**config.mk**
```make
export PLATFORM = sky130hd
export DESIGN_NAME = gpio_bank
export DESIGN_NICKNAME = d
export VERILOG_FILES = /design/src/rtl/gpio_bank_pkg.sv /design/src/rtl/gpio_regs.sv /design/src/rtl/gpio_pin_cell.sv /design/src/rtl/gpio_bank.sv
export SDC_FILE = /design/constraint.sdc
export NUM_CORES = 1
export LEC_CHECK = 0
export ABC_AREA = 1
export ABC_CLOCK_PERIOD_IN_PS = 4059
export BUFFER_PORTS_ARGS = -buffer_cell sky130_fd_sc_hd__buf_2
export CAP_MARGIN = 20
export CORE_UTILIZATION = 40
export DETAILED_ROUTE_END_ITERATION = 10
export PLACE_DENSITY = 0.65
export SETUP_SLACK_MARGIN = 0.15
export SKIP_CTS_REPAIR_TIMING = 1
export SLEW_MARGIN = 20
export SYNTH_ARGS = -nofsm -noshare
export SYNTH_HDL_FRONTEND = slang
export SYNTH_SLANG_ARGS = --single-unit
```
**constraint.sdc**
```tcl
create_clock -name clk -period 4.06 [get_ports clk]
set_clock_uncertainty 0.05 [all_clocks]
set_input_delay 0.609 -clock clk [delete_from_list [all_inputs] [get_ports clk]]
set_output_delay 0.609 -clock clk [all_outputs]
set_load 0.005 [all_outputs]
```
**src/rtl/gpio_bank_pkg.sv**
```systemverilog
package gpio_bank_pkg;

    localparam int ADDR_W = 4;

    localparam logic [ADDR_W-1:0] A_LEVEL  = 4'd0;
    localparam logic [ADDR_W-1:0] A_LSET   = 4'd1;
    localparam logic [ADDR_W-1:0] A_LCLR   = 4'd2;
    localparam logic [ADDR_W-1:0] A_DOUT   = 4'd3;
    localparam logic [ADDR_W-1:0] A_DIN    = 4'd4;
    localparam logic [ADDR_W-1:0] A_PULLOFF = 4'd5;
    localparam logic [ADDR_W-1:0] A_SELA   = 4'd6;
    localparam logic [ADDR_W-1:0] A_SELB   = 4'd7;
    localparam logic [ADDR_W-1:0] A_HOLD   = 4'd8;

    typedef enum logic [1:0] {
        PM_GPIO = 2'b00,
        PM_FN_A = 2'b01,
        PM_FN_B = 2'b10,
        PM_FN_C = 2'b11
    } pin_mode_e;

    typedef struct packed {
        logic      latch;
        logic      dir;
        logic      pull_off;
        pin_mode_e mode;
        logic      hold;
    } pin_cfg_t;

    typedef struct packed {
        logic oe;
        logic out;
        logic pull_en;
        logic pull_up;
    } pad_drive_t;

    function automatic pin_mode_e decode_mode(input logic sel_a, input logic sel_b);
        return pin_mode_e'({sel_b, sel_a});
    endfunction

endpackage

```
**src/rtl/gpio_regs.sv**
```systemverilog
module gpio_regs
    import gpio_bank_pkg::*;
#(
    parameter int NPINS = 32
) (
    input  logic              clk,
    input  logic              rst,
    input  logic [ADDR_W-1:0] reg_addr,
    input  logic              reg_wr,
    input  logic [NPINS-1:0]  reg_wdata,
    input  logic              reg_rd,
    output logic [NPINS-1:0]  reg_rdata,
    output logic              reg_rvalid,
    input  logic [NPINS-1:0]  pad_in,
    output logic [NPINS-1:0]  latch_q,
    output logic [NPINS-1:0]  dir_q,
    output logic [NPINS-1:0]  poff_q,
    output logic [NPINS-1:0]  sela_q,
    output logic [NPINS-1:0]  selb_q,
    output logic [NPINS-1:0]  hold_q
);

    logic [NPINS-1:0] level_q;
    logic [NPINS-1:0] rd_mux;

    always_ff @(posedge clk) begin
        if (rst) begin
            level_q <= '0;
        end else begin
            level_q <= pad_in;
        end
    end

    always_ff @(posedge clk) begin
        if (rst) begin
            latch_q <= '0;
            dir_q   <= '0;
            poff_q  <= '0;
            sela_q  <= '0;
            selb_q  <= '0;
            hold_q  <= '0;
        end else if (reg_wr) begin
            case (reg_addr)
                A_LSET:    latch_q <= latch_q | reg_wdata;
                A_LCLR:    latch_q <= latch_q & ~reg_wdata;
                A_DOUT:    dir_q   <= dir_q | reg_wdata;
                A_DIN:     dir_q   <= dir_q & ~reg_wdata;
                A_PULLOFF: poff_q  <= reg_wdata;
                A_SELA:    sela_q  <= reg_wdata;
                A_SELB:    selb_q  <= reg_wdata;
                A_HOLD:    hold_q  <= reg_wdata;
                default:   ;
            endcase
        end
    end

    always_comb begin
        case (reg_addr)
            A_LEVEL:   rd_mux = level_q;
            A_PULLOFF: rd_mux = poff_q;
            A_SELA:    rd_mux = sela_q;
            A_SELB:    rd_mux = selb_q;
            A_HOLD:    rd_mux = hold_q;
            default:   rd_mux = '0;
        endcase
    end

    always_ff @(posedge clk) begin
        if (rst) begin
            reg_rvalid <= 1'b0;
            reg_rdata  <= '0;
        end else begin
            reg_rvalid <= reg_rd;
            if (reg_rd) begin
                reg_rdata <= rd_mux;
            end
        end
    end

endmodule

```
**src/rtl/gpio_pin_cell.sv**
```systemverilog
module gpio_pin_cell
    import gpio_bank_pkg::*;
(
    input  pin_cfg_t   cfg,
    input  logic       sleep_req,
    input  logic [2:0] fn_oe,
    input  logic [2:0] fn_out,
    output pad_drive_t drv
);

    logic awake_oe;
    logic awake_out;
    logic forced;

    always_comb begin
        unique case (cfg.mode)
            PM_GPIO: begin awake_oe = cfg.dir;   awake_out = cfg.latch;  end
            PM_FN_A: begin awake_oe = fn_oe[0];  awake_out = fn_out[0];  end
            PM_FN_B: begin awake_oe = fn_oe[1];  awake_out = fn_out[1];  end
            PM_FN_C: begin awake_oe = fn_oe[2];  awake_out = fn_out[2];  end
            default: begin awake_oe = 1'b0;      awake_out = 1'b0;       end
        endcase
    end

    assign forced = sleep_req & ~cfg.hold;

    always_comb begin
        drv.out     = awake_out;
        drv.pull_up = cfg.latch;
        if (forced) begin
            drv.oe      = 1'b0;
            drv.pull_en = 1'b1;
        end else begin
            drv.oe      = awake_oe;
            drv.pull_en = ~awake_oe & ~cfg.pull_off;
        end
    end

endmodule

```
**src/rtl/gpio_bank.sv**
```systemverilog
module gpio_bank
    import gpio_bank_pkg::*;
#(
    parameter int NPINS = 32
) (
    input  logic              clk,
    input  logic              rst,
    input  logic [ADDR_W-1:0] reg_addr,
    input  logic              reg_wr,
    input  logic [NPINS-1:0]  reg_wdata,
    input  logic              reg_rd,
    output logic [NPINS-1:0]  reg_rdata,
    output logic              reg_rvalid,
    input  logic [NPINS-1:0]  pad_in,
    input  logic              sleep_req,
    input  logic [NPINS-1:0]  alt_a_oe,
    input  logic [NPINS-1:0]  alt_a_out,
    input  logic [NPINS-1:0]  alt_b_oe,
    input  logic [NPINS-1:0]  alt_b_out,
    input  logic [NPINS-1:0]  alt_c_oe,
    input  logic [NPINS-1:0]  alt_c_out,
    output logic [NPINS-1:0]  pad_oe,
    output logic [NPINS-1:0]  pad_out,
    output logic [NPINS-1:0]  pad_pull_en,
    output logic [NPINS-1:0]  pad_pull_up
);

    logic [NPINS-1:0] latch_q;
    logic [NPINS-1:0] dir_q;
    logic [NPINS-1:0] poff_q;
    logic [NPINS-1:0] sela_q;
    logic [NPINS-1:0] selb_q;
    logic [NPINS-1:0] hold_q;

    gpio_regs #(.NPINS(NPINS)) u_regs (
        .clk        (clk),
        .rst        (rst),
        .reg_addr   (reg_addr),
        .reg_wr     (reg_wr),
        .reg_wdata  (reg_wdata),
        .reg_rd     (reg_rd),
        .reg_rdata  (reg_rdata),
        .reg_rvalid (reg_rvalid),
        .pad_in     (pad_in),
        .latch_q    (latch_q),
        .dir_q      (dir_q),
        .poff_q     (poff_q),
        .sela_q     (sela_q),
        .selb_q     (selb_q),
        .hold_q     (hold_q)
    );

    for (genvar i = 0; i < NPINS; i++) begin : g_pin
        pin_cfg_t   cfg;
        pad_drive_t drv;

        assign cfg.latch    = latch_q[i];
        assign cfg.dir      = dir_q[i];
        assign cfg.pull_off = poff_q[i];
        assign cfg.mode     = decode_mode(sela_q[i], selb_q[i]);
        assign cfg.hold     = hold_q[i];

        gpio_pin_cell u_cell (
            .cfg       (cfg),
            .sleep_req (sleep_req),
            .fn_oe     ({alt_c_oe[i], alt_b_oe[i], alt_a_oe[i]}),
            .fn_out    ({alt_c_out[i], alt_b_out[i], alt_a_out[i]}),
            .drv       (drv)
        );

        assign pad_oe[i]      = drv.oe;
        assign pad_out[i]     = drv.out;
        assign pad_pull_en[i] = drv.pull_en;
        assign pad_pull_up[i] = drv.pull_up;
    end

endmodule

```
# Yosys cells after proc, flatten, opt, wreduce, memory -nomap -nowiden
# Index checks and enable logic that the tools add are counted.
# Widths: inputs -> output; s select.
[classes] bitwise_logic=165 n_eq_ne=104 mux=131 n_reduce_logical=41
[op_table] operator="$pmux 1 s4" count=64
[op_table] operator="$pmux 32 s5" count=1
[op_table] operator="$eq 2x2->1 const B" count=64
[op_table] operator="$pmux 32 s2" count=2
[op_table] operator="$not 1->1" count=96
[op_table] operator="$and 1x1->1" count=64
[op_table] operator="$and 32x32->32" count=2
[op_table] operator="$eq 2x1->1 const B" count=32
[op_table] operator="$logic_not 2->1" count=32
[op_table] operator="$mux 1" count=64
[op_table] operator="$or 32x32->32" count=2
[op_table] operator="$not 32->32" count=1
[op_table] operator="$eq 4x3->1 const B" count=4
[op_table] operator="$reduce_and 2->1" count=6
[op_table] operator="$eq 4x2->1 const B" count=2
[op_table] operator="$eq 4x1->1 const B" count=1
[op_table] operator="$eq 4x4->1 const B" count=1
[op_table] operator="$logic_not 4->1" count=1
[op_table] operator="$reduce_bool 2->1" count=2
[totals] output_inout_bits=161 elab_cells=450 input_bits=265 reg_bits=257

# Longest topological paths before layout
# Gate-level depths: netlist of run 1.
[depth] ltp_word=5 ltp_mapped=10 depth_no_buf=9

# Cells and area by module
# From an unflattened synthesis of run 1, not the netlist that was laid out.
[unflattened] hier_cells=2239 hier_area_um2=14451.4
[modules_own_cells] module="gpio_regs" area_each_um2=10527.6 cells_per_inst=1471 seq_area_each_um2=5144.9 n_inst=1
[modules_own_cells] module="gpio_pin_cell" area_each_um2=122.6 cells_per_inst=24 seq_area_each_um2=0.0 n_inst=32

# Least setup slack after synthesis of run 1
# Ideal clock, no wire load.
[synth_path] path_kind="input to output" start="in sleep_req" end="out pad_pull_en[11]" n_path_buf=1 required_ns=3.401 t_arrival_ns=1.414 setup_slack_ns=1.987 path_stages=5 path_cell_list="inv_1 clkbuf_1 nor2_1 a211oi_1 nor2_1"
[synth_between] elab_chain_cells=2
[synth_rtl] item="from (decl)" line_no="gpio_bank.sv:15" text="input logic sleep_req,"
[synth_rtl] item="$and 1x1->1" line_no="gpio_pin_cell.sv:25" text="assign forced = sleep_req & ~cfg.hold;"
[synth_rtl] item="$mux 1" line_no="gpio_pin_cell.sv:30" text="if (forced) begin"
[synth_rtl] item="to (decl)" line_no="gpio_bank.sv:24" text="output logic [NPINS-1:0] pad_pull_en,"
# No other way between the ends.

# Worst setup path in the final report of run 1
# Ends and elaborated chain as after synthesis.

==> summary.md, run 1 <==
| Metric | Value |
|---|---|
| TritonCTS clock tree | `done` |
| Post-DP Area | `15400 um2` |
| Layout area overhead | `22.4%` |
| Hold Path Class | `input port to flip-flop` |
| Max-cap violation count | `0` |
| Chip Height | `185 um` |
| Initial antenna violation count | `4` |
| Largest net degree at the start of global routing | `86` |
| CP endpoint kind | `output pin` |
| Final Wtd Congestion | `0.880` |
| Post-synthesis cell count | `2022` |
| HPWL Detailed | `33700 um` |
| Worst-Skew Late Latency | `0.55 ns` |
| Die area | `34200 um2` |
| Share of post-route cells with drive strength above 1 | `22.1%` |
| Seq/Total Area, Yosys | `38.4%` |
| Crit path buffers/inverters | `3` |
| Syn Nets | `2287` |
| Worst path arrival time | `2.28 ns` |
| Critical-path maximum fanout | `29` |
| Port Buffers | `425` |
| CP Depth | `6` |
| Vias in the first global route | `13.5k` |
| #FFs+latches synth | `257` |
| Post-synthesis cell area | `13400 um2` |
| Worst-Margin Slew | `1.02 ns` |
| Clk root buf | `clkbuf_16` |
| Fin crit period | `2.93 ns` |
| Drt first pass iters | `5` |
| TritonCTS Buffers | `28` |
| Worst Path Required | `3.40 ns` |
| Core Box Area | `32700 um2` |
| Fin. Hold Viols | `0` |
| Fmax | `0.341 GHz` |
| Routed via count | `14.9k` |
| Leak | `7.46 nW` |
| Grt ovf | `0` |
| Distinct cells, synth | `24` |
| Clk slew on worst S/H paths | `0.06 ns` |
| Total GRT Usage | `28.0%` |
| Synth warnings | `0` |
| FF-to-FF path depth | `6` |
| Wire length per cell | `17.8 um` |
| Setup_tns | `0 ns` |
| Setup crit start kind | `input port` |
| ANT nets after route | `0` |
| DR iter-0 viols | `1076` |
| # rows | `66` |
| Final nets | `2593` |
| Critical path class | `input port to output pin` |
| Top-level I/O count | `426` |
| Drt drc | `0` |
| FILL cells | `3332` |
| Post-route cell area | `16400 um2` |
| Hold Path Depth | `3` |
| Slew HR | `31.8%` |
| First-pass GRT wire length | `73900 um` |
| RSZ-0062 raised after global routing | `false` |
| H-tree depth | `1` |
| Mean Syn Cell Area | `6.62 um2` |
| Clock Path Buffers | `3` |
| Power Density | `366 nW/um2` |
| CP max-delay cell | `inv_2` |
| Status | `finished clean` |
| Ratio of final minimum period to clock period | `72.3%` |
| Post-Route WL | `49700 um` |
| Initial Utilization | `40.9%` |
| Max VDD drop | `0.335 mV` |
| Cell family with most CP delay | `buffers and inverters` |
| Final number of setup-violating endpoints | `0` |
| Num Clock Sinks | `257` |
| Slowest Stage Delay on Critical Path | `0.67 ns` |
| Vias per Instance | `5.31` |
| Max Slew Vio Count | `0` |
| Die Wd | `185 um` |
| Critical-path cell list | `buf_2 > inv_2 > nor2_1 > a211oi_1 > nor2_1 > buf_2` |
-- report_power, final --
| part | switching, mW | total (mW) | internal (mW) |
|---|---|---|---|
| Clock | 1.09 | 2.72 | 1.63 |
| Sequential | 0.0496 | 2.64 | 2.59 |
| Combinational | 0.410 | 0.648 | 0.238 |
-- layout make-up --
type / instances / area, um2 / share of cell area (%)
inverter: 279 / 1050 / 6.41
sequential: 257 / 5140 / 31.4
clock inverter: 16 / 186 / 1.14
tap: 442 / 553 / 3.38
antenna: 3 / 7.51 / 0.0458
clock buffer: 36 / 792 / 4.84
multi-input combinational: 1316 / 6350 / 38.7
timing repair buffer: 446 / 2300 / 14.0
-- layout by cell type, fill, tap and decap left out, drive strengths merged --
cell | synthesis | routed
a21oi | 244 | 244
nand4 | 9 | 9
bufinv | 0 | 4
clkbuf | 70 | 36
o22ai | 6 | 6
a211oi | 5 | 5
a32oi | 11 | 11
inv | 279 | 279
diode | 0 | 3
and2 | 8 | 8
nand2 | 263 | 263
clkinvlp | 0 | 1
o21ai | 241 | 241
clkinv | 0 | 11
dfxtp | 257 | 257
nand3 | 327 | 327
o21bai | 23 | 23
o2111ai | 9 | 9
o21a | 1 | 1
buf | 100 | 446
a31oi | 13 | 13
nor2 | 156 | 156
-- tightest hold or removal path, cell delays in order --
cell and delay (ns):
buf_2 0.10, inv_1 0.04, nor2_1 0.03
-- logic make-up after synthesis --
kind of cell | synth area share, %
buffers and inverters | 14.7
and+or+nand+nor | 24.9
DFF | 38.4
AOI/OAI and AO/OA | 22.0
-- worst paths after layout --
| path | from | endpoint | slack, ns |
|---|---|---|---|
| setup reg to reg | u_regs.sela_q[30]$_SDFFE_PP0P_ | u_regs.reg_rdata[30]$_SDFFE_PP0P_ | 2.94 |
| setup / recovery | sleep_req | pad_pull_en[11] | 1.13 |
| hold reg to reg | flip-flop | flip-flop | 0.39 |
| hold / removal | pad_in[6] | u_regs.level_q[6]$_SDFF_PP0_ | 0.21 |
-- through the flow --
stage	util (%)	hold WS, ns	power, mW	cells	worst slack, ns
6_report	50.1	0.208	6.00	2795	1.13
2_1_floorplan	-	0.372	3.02	2022	1.99
3_3_place_gp	47.1	0.381	3.32	2740	1.17
4_1_cts	50.1	0.194	6.03	2792	1.13
3_5_place_dp	47.1	0.385	3.33	2740	1.14
5_1_grt	50.1	0.201	6.22	2792	1.01
-- synth_stat cells, drive strengths merged --
cell     instances  share of area [%]
a211oi           5               0.28
a21oi          244                9.1
a31oi           13               0.61
a32oi           11               0.72
and2             8               0.37
buf            100                4.9
clkbuf          70                2.0
dfxtp          257                 38
inv            279                7.8
nand2          263                7.4
nand3          327                 12
nand4            9               0.42
nor2           156                4.5
o2111ai          9               0.59
o21a             1              0.056
o21ai          241                9.0
o21bai          23                1.3
o22ai            6               0.28
-- metal layers --
layer / track usage (%) / part of all wire (%)
met5: 0 / 0.076
met4: 9.55 / 3.1
met3: 5.88 / 8.6
met2: 48.1 / 47
met1: 34.7 / 41
No activity file was read; power rests on OpenSTA's default activity.
==> run 2: changes to the inputs <==
--- a/config.mk
+++ b/config.mk
@@ -6,12 +6,12 @@
 export NUM_CORES = 1
 export LEC_CHECK = 0
 export ABC_AREA = 1
-export ABC_CLOCK_PERIOD_IN_PS = 4059
+export ABC_CLOCK_PERIOD_IN_PS = 2400
 export BUFFER_PORTS_ARGS = -buffer_cell sky130_fd_sc_hd__buf_2
 export CAP_MARGIN = 20
 export CORE_UTILIZATION = 40
 export DETAILED_ROUTE_END_ITERATION = 10
-export PLACE_DENSITY = 0.65
+export PLACE_DENSITY = 0.68
 export SETUP_SLACK_MARGIN = 0.15
 export SKIP_CTS_REPAIR_TIMING = 1
 export SLEW_MARGIN = 20
==> constraint.sdc (replaced) <==
create_clock -name clk -period 2.4 [get_ports clk]
set_clock_uncertainty 0.05 [all_clocks]
set_input_delay 0.36 -clock clk [delete_from_list [all_inputs] [get_ports clk]]
set_output_delay 0.36 -clock clk [all_outputs]
set_load 0.005 [all_outputs]
==> run 2 against run 1 <==
  * The flow now finishes with violations (hold timing)
  * Sequential cell count did not move
  * Non-clock buffer count rose by 33
  * Cell count rose by 1.2%
  * Sequential power rose by 69%
  * Via count rose by 1.6%
  * Worst hold slack got worse by 0.24 ns
  * First-iteration DRC count fell by 1.1%
  * Sequential share of layout area fell by 0.45 points
  * Utilization rose by 1.1 points
==> summary.md, run 2 (synthesized netlist as in run 1, its figures left out) <==
| Metric | Value |
|---|---|
| DR iter-0 viols | `1064` |
| Share of post-route cells with drive strength above 1 | `23.6%` |
| # rows | `66` |
| Hold slack | `-0.0293 ns` |
| Ratio of final minimum period to clock period | `89.9%` |
| Power Density | `592 nW/um2` |
| First-pass GRT wire length | `74000 um` |
| Vias in the first global route | `13.7k` |
| Post-DP Area | `15600 um2` |
| Die area | `34200 um2` |
| Post-route cell area | `16700 um2` |
| Fmax | `0.464 GHz` |
| Port Buffers | `425` |
| ANT nets after route | `0` |
| Max Slew Vio Count | `0` |
| Chip Height | `185 um` |
| Initial antenna violation count | `4` |
| CP endpoint kind | `output pin` |
| Setup crit start kind | `flip-flop` |
| Vias per Instance | `5.33` |
| Internal reg-to-reg setup slack | `1.31 ns` |
| Final nets | `2627` |
| Grt ovf | `0` |
| Worst Path Required | `1.99 ns` |
| Cell family with most CP delay | `flip-flops` |
| CP max-delay cell | `dfxtp_1` |
| Critical-path maximum fanout | `5` |
| TritonCTS clock tree | `done` |
| TritonCTS Buffers | `29` |
| Clock Path Buffers | `3` |
| Top-level I/O count | `426` |
| Status | `finished, violations left` |
| Drt drc | `0` |
| Critical-path cell list | `inv_1 > nand2_1 > o21ai_0 > nand2_1 > o21ai_0 > buf_2` |
| Most frequent cells in the layout | `buf_2 (424), nand3_1 (325), inv_1 (268)` |
| Wire length per cell | `17.7 um` |
| Slew HR | `52.1%` |
| Core Box Area | `32700 um2` |
| Crit path buffers/inverters | `2` |
| H-tree depth | `1` |
| HPWL Detailed | `34900 um` |
| Initial Utilization | `40.9%` |
| Final number of setup-violating endpoints | `0` |
| Num Clock Sinks | `257` |
| Setup Slack @ Placement | `0.499 ns` |
| Critical path class | `flip-flop to output pin` |
| Die Wd | `185 um` |
| Largest net degree at the start of global routing | `112` |
| Worst-Skew Late Latency | `0.54 ns` |
| Setup_tns | `0 ns` |
| Max-cap violation count | `0` |
| Drt first pass iters | `7` |
| Fin crit period | `2.16 ns` |
| Worst path arrival time | `1.75 ns` |
| Routed via count | `15.1k` |
| Total GRT Usage | `27.8%` |
| Commonest non-fill, non-tap cell in the layout | `buf_2` |
| Worst-Margin Slew | `0.718 ns` |
| Final Wtd Congestion | `0.874` |
| RSZ-0062 raised after global routing | `true` |
| Slowest Stage Delay on Critical Path | `0.35 ns` |
| Violated checks | `hold timing` |
| Layout area overhead | `25.1%` |
| Leak | `7.64 nW` |
| Hold Path Class | `input port to flip-flop` |
| Clk root buf | `clkbuf_16` |
| Post-Route WL | `49900 um` |
| Setup WS post-layout | `0.243 ns` |
| Fin. Hold Viols | `4` |
| Clk slew on worst S/H paths | `0.06 ns` |
| Max VDD drop | `0.495 mV` |
[run 2: changes by cell type in the layout (fill, tap and decap cells not counted), moves of 3 or more]
cell | previous run | this run
buf_12 | 1 | 8
buf_4 | 21 | 30
bufinv_16 | 4 | 0
clkbuf_1 | 3 | 6
clkbuf_8 | 4 | 9
clkinv_2 | 10 | 6
dfxtp_1 | 257 | 230
dfxtp_2 | 0 | 25
dlygate4sd3_1 | 0 | 17
o21ai_0 | 220 | 205
o21ai_1 | 21 | 34
[run 2: area by class of cell]
| cell class | count | area [um2] |
|---|---|---|
| Clock buffer | 44 | 872 |
| Fill cell | 3332 | 16000 |
| Sequential cell | 257 | 5180 |
| Inverter | 279 | 1050 |
| Timing Repair Buffer | 479 | 2680 |
| Antenna cell | 3 | 7.51 |
| Clock inverter | 8 | 47.5 |
| Tap cell | 442 | 553 |
| Multi-Input combinational cell | 1316 | 6350 |
[run 2: path summary, 6_finish.rpt]
kind                                  endpoint                      startpoint  depth (start not counted)
max                            pad_pull_en[13]  u_regs.sela_q[13]$_SDFFE_PP0P_                          6
min               u_regs.level_q[7]$_SDFF_PP0_                       pad_in[7]                          3
max reg2reg  u_regs.reg_rdata[11]$_SDFFE_PP0P_  u_regs.sela_q[11]$_SDFFE_PP0P_                          6
min reg2reg                          flip-flop                       flip-flop                          2
[run 2: report_power, final]
group	internal (mW)	leakage [nW]	switching [mW]
registers	4.38	2.10	0.0825
clock network	2.49	0.461	1.80
logic	0.446	5.07	0.711
[run 2: worst register-to-register path: stages (launching register included)]
cell and delay [ns]:
dfxtp_1 0.39, inv_1 0.15, nor2_1 0.13, nor2_1 0.06, nand2_1 0.05, nand2_1 0.05, a21oi_1 0.14
[run 2: metal layers]
metal | GRT usage (%) | wire [um] | vias up
li1 | - | - | 7354
met1 | 34.6 | 20400 | 6952
met2 | 48.1 | 23900 | 665
met3 | 4.58 | 3850 | 108
met4 | 10.3 | 1780 | 2
met5 | 0 | 11 | -
[run 2: stage by stage]
stage	power, mW	hold slack (ns)	util [%]	instances
2_1_floorplan	5.10	0.372	-	2022
3_3_place_gp	5.65	0.380	47.7	2756
3_5_place_dp	5.67	0.385	47.7	2756
4_1_cts	9.93	-0.0488	50.5	2808
5_1_grt	10.3	0.000808	51.2	2826
6_report	9.91	-0.0293	51.2	2828
==> run 3: changes to the inputs <==
--- a/config.mk
+++ b/config.mk
@@ -11,7 +11,8 @@
 export CAP_MARGIN = 20
 export CORE_UTILIZATION = 40
 export DETAILED_ROUTE_END_ITERATION = 10
-export PLACE_DENSITY = 0.68
+export GPL_TIMING_DRIVEN = 0
+export PLACE_DENSITY_LB_ADDON = 0.1
 export SETUP_SLACK_MARGIN = 0.15
 export SKIP_CTS_REPAIR_TIMING = 1
 export SLEW_MARGIN = 20
==> run 3 against run 2 <==
  * Combinational power up 15%
  * Sequential cell count unchanged
  * The flow still finishes with violations (hold timing)
  * Critical path type is now input port to output pin
  * Highest routed layer unchanged
  * Register-to-register slack worse by 0.14 ns
  * Critical path depth unchanged
  * Clock power up 3%
  * Via count up 7.9%
  * Non-clock buffer count up 132
  * Largest cell class unchanged
  * Final area up 3.3%
  * Worst hold slack better by 0.0034 ns
  * Clock-buffer cell count down 5
  * Sequential power about the same
==> summary.md, run 3 (synthesized netlist as in run 1, its figures left out) <==
| Metric | Value |
|---|---|
| Status | `finished, violations left` |
| Violated checks | `hold timing` |
| Vias per Instance | `5.49` |
| Critical path class | `input port to output pin` |
| TritonCTS Buffers | `28` |
| Initial antenna violation count | `5` |
| First-pass GRT wire length | `87500 um` |
| Top Metal Used | `met5` |
| Die area | `34200 um2` |
| Worst Path Required | `1.99 ns` |
| Final number of setup-violating endpoints | `0` |
| Clk slew on worst S/H paths | `0.06 ns` |
| Critical-path maximum fanout | `11` |
| H-tree depth | `1` |
| Worst-Margin Slew | `1.12 ns` |
| RSZ-0062 raised after global routing | `true` |
| Worst-Skew Late Latency | `0.55 ns` |
| Grt ovf | `0` |
| Commonest non-fill, non-tap cell in the layout | `buf_2` |
| Largest net degree at the start of global routing | `14` |
| Clk pwr share | `43.4%` |
| Post-route cell area | `17300 um2` |
| Post-DP Area | `16100 um2` |
| Switching share of total power | `27.0%` |
| Layout area overhead | `29.2%` |
| Max VDD drop | `0.513 mV` |
| Sequential cell area | `5190 um2` |
| ANT nets after route | `0` |
| Drt drc | `0` |
| Worst path arrival time | `1.89 ns` |
| Max Slew Vio Count | `0` |
| Fin crit period | `2.30 ns` |
| Setup crit start kind | `input port` |
| Ratio of final minimum period to clock period | `95.9%` |
| Fin. Hold Viols | `5` |
| CP endpoint kind | `output pin` |
| Met2 WL post-DR | `28400 um` |
| Pwr Total | `10.2 mW` |
| HPWL Detailed | `44500 um` |
| Num Clock Sinks | `257` |
| FILL cells | `3448` |
| Hold slack | `-0.0260 ns` |
| Port Buffers | `422` |
| Fmax | `0.434 GHz` |
| Final nets | `2758` |
| DR iter-0 viols | `1501` |
| Final Wtd Congestion | `0.939` |
| Die Wd | `185 um` |
| Routed via count | `16.3k` |
| DR WL met3 | `5910 um` |
| Metal-1 WL | `24200 um` |
| Share of post-route cells with drive strength above 1 | `24.9%` |
| Clk root buf | `clkbuf_16` |
| Post-Layout Cell Count | `2961` |
| Drt first pass iters | `6` |
| Post-Route WL | `61500 um` |
| Chip Height | `185 um` |
| # rows | `66` |
| Most frequent cells in the layout | `buf_2 (451), nand3_1 (327), inv_1 (268)` |
| Core Box Area | `32700 um2` |
| TritonCTS clock tree | `done` |
| Hold Path Class | `input port to flip-flop` |
| Int Power | `7.46 mW` |
| Placed instance count | `2886` |
| Gate power share | `13.0%` |
| Total GRT Usage | `34.6%` |
| Power Density | `591 nW/um2` |
| Sw power | `2.76 mW` |
| Leak | `7.98 nW` |
| Wire length per cell | `20.8 um` |
| Clock Path Buffers | `3` |
| Slew HR | `25.6%` |
| Top-level I/O count | `426` |
| Vias in the first global route | `14.8k` |
| Max-cap violation count | `0` |
| Reg power frac | `43.6%` |
| Initial Utilization | `40.9%` |
| Multi-input gate area | `6340 um2` |
-- run 3: path summary, 6_finish.rpt --
kind / end / cells past startpoint / from / slack (ns)
worst min register to register: flip-flop / 2 / flip-flop / 0.40
worst max register to register: u_regs.reg_rdata[25]$_SDFFE_PP0P_ / 6 / u_regs.selb_q[25]$_SDFFE_PP0P_ / 1.17
worst max-delay path: pad_pull_en[26] / 6 / sleep_req / 0.1
worst min-delay path: u_regs.level_q[6]$_SDFF_PP0_ / 3 / pad_in[6] / -0.03
-- run 3: layer usage --
metal,global-route usage (%),up-vias
met5,0,-
met4,17.2,2
met3,5.86,169
met2,57.5,902
met1,43.3,7586
li1,-,7609
-- run 3: cell type report --
class | instances | share of cell area, %
sequential | 257 | 30.0
inverter | 279 | 6.05
buffer | 170 | 5.33
timing repair buffer | 441 | 13.3
tap | 442 | 3.20
multi-input combinational | 1316 | 36.6
clock buffer | 39 | 4.76
clock inverter | 10 | 0.629
antenna | 7 | 0.101
-- run 3: stage by stage --
step / utilization [%] / worst slack (ns) / TNS [ns] / hold WS, ns
5_1_grt: 52.9 / 0.0787 / 0 / 0.00153
3_5_place_dp: 49.1 / -0.565 / -4.49 / 0.384
6_report: 52.9 / 0.0973 / 0 / -0.0260
4_1_cts: 51.9 / -0.570 / -4.51 / -0.0375
3_3_place_gp: 49.1 / -0.554 / -4.62 / 0.380
2_1_floorplan: - / 0.825 / 0 / 0.372
-- run 3: power groups by stage --
stage	combinational [mW]	sequential (mW)	clock, mW
after floorplan	0.580	4.52	0
after global placement	1.24	4.55	0
after detailed placement	1.26	4.55	0
after CTS	1.27	4.46	4.43
after global routing	1.42	4.47	4.62
final	1.33	4.46	4.43
-- run 3: critical path, stage by stage --
cell,delay [ns]
buf_2,0.12
inv_1,0.08
clkbuf_2,0.40
clkbuf_2,0.49
o21ai_0,0.24
buf_2,0.18
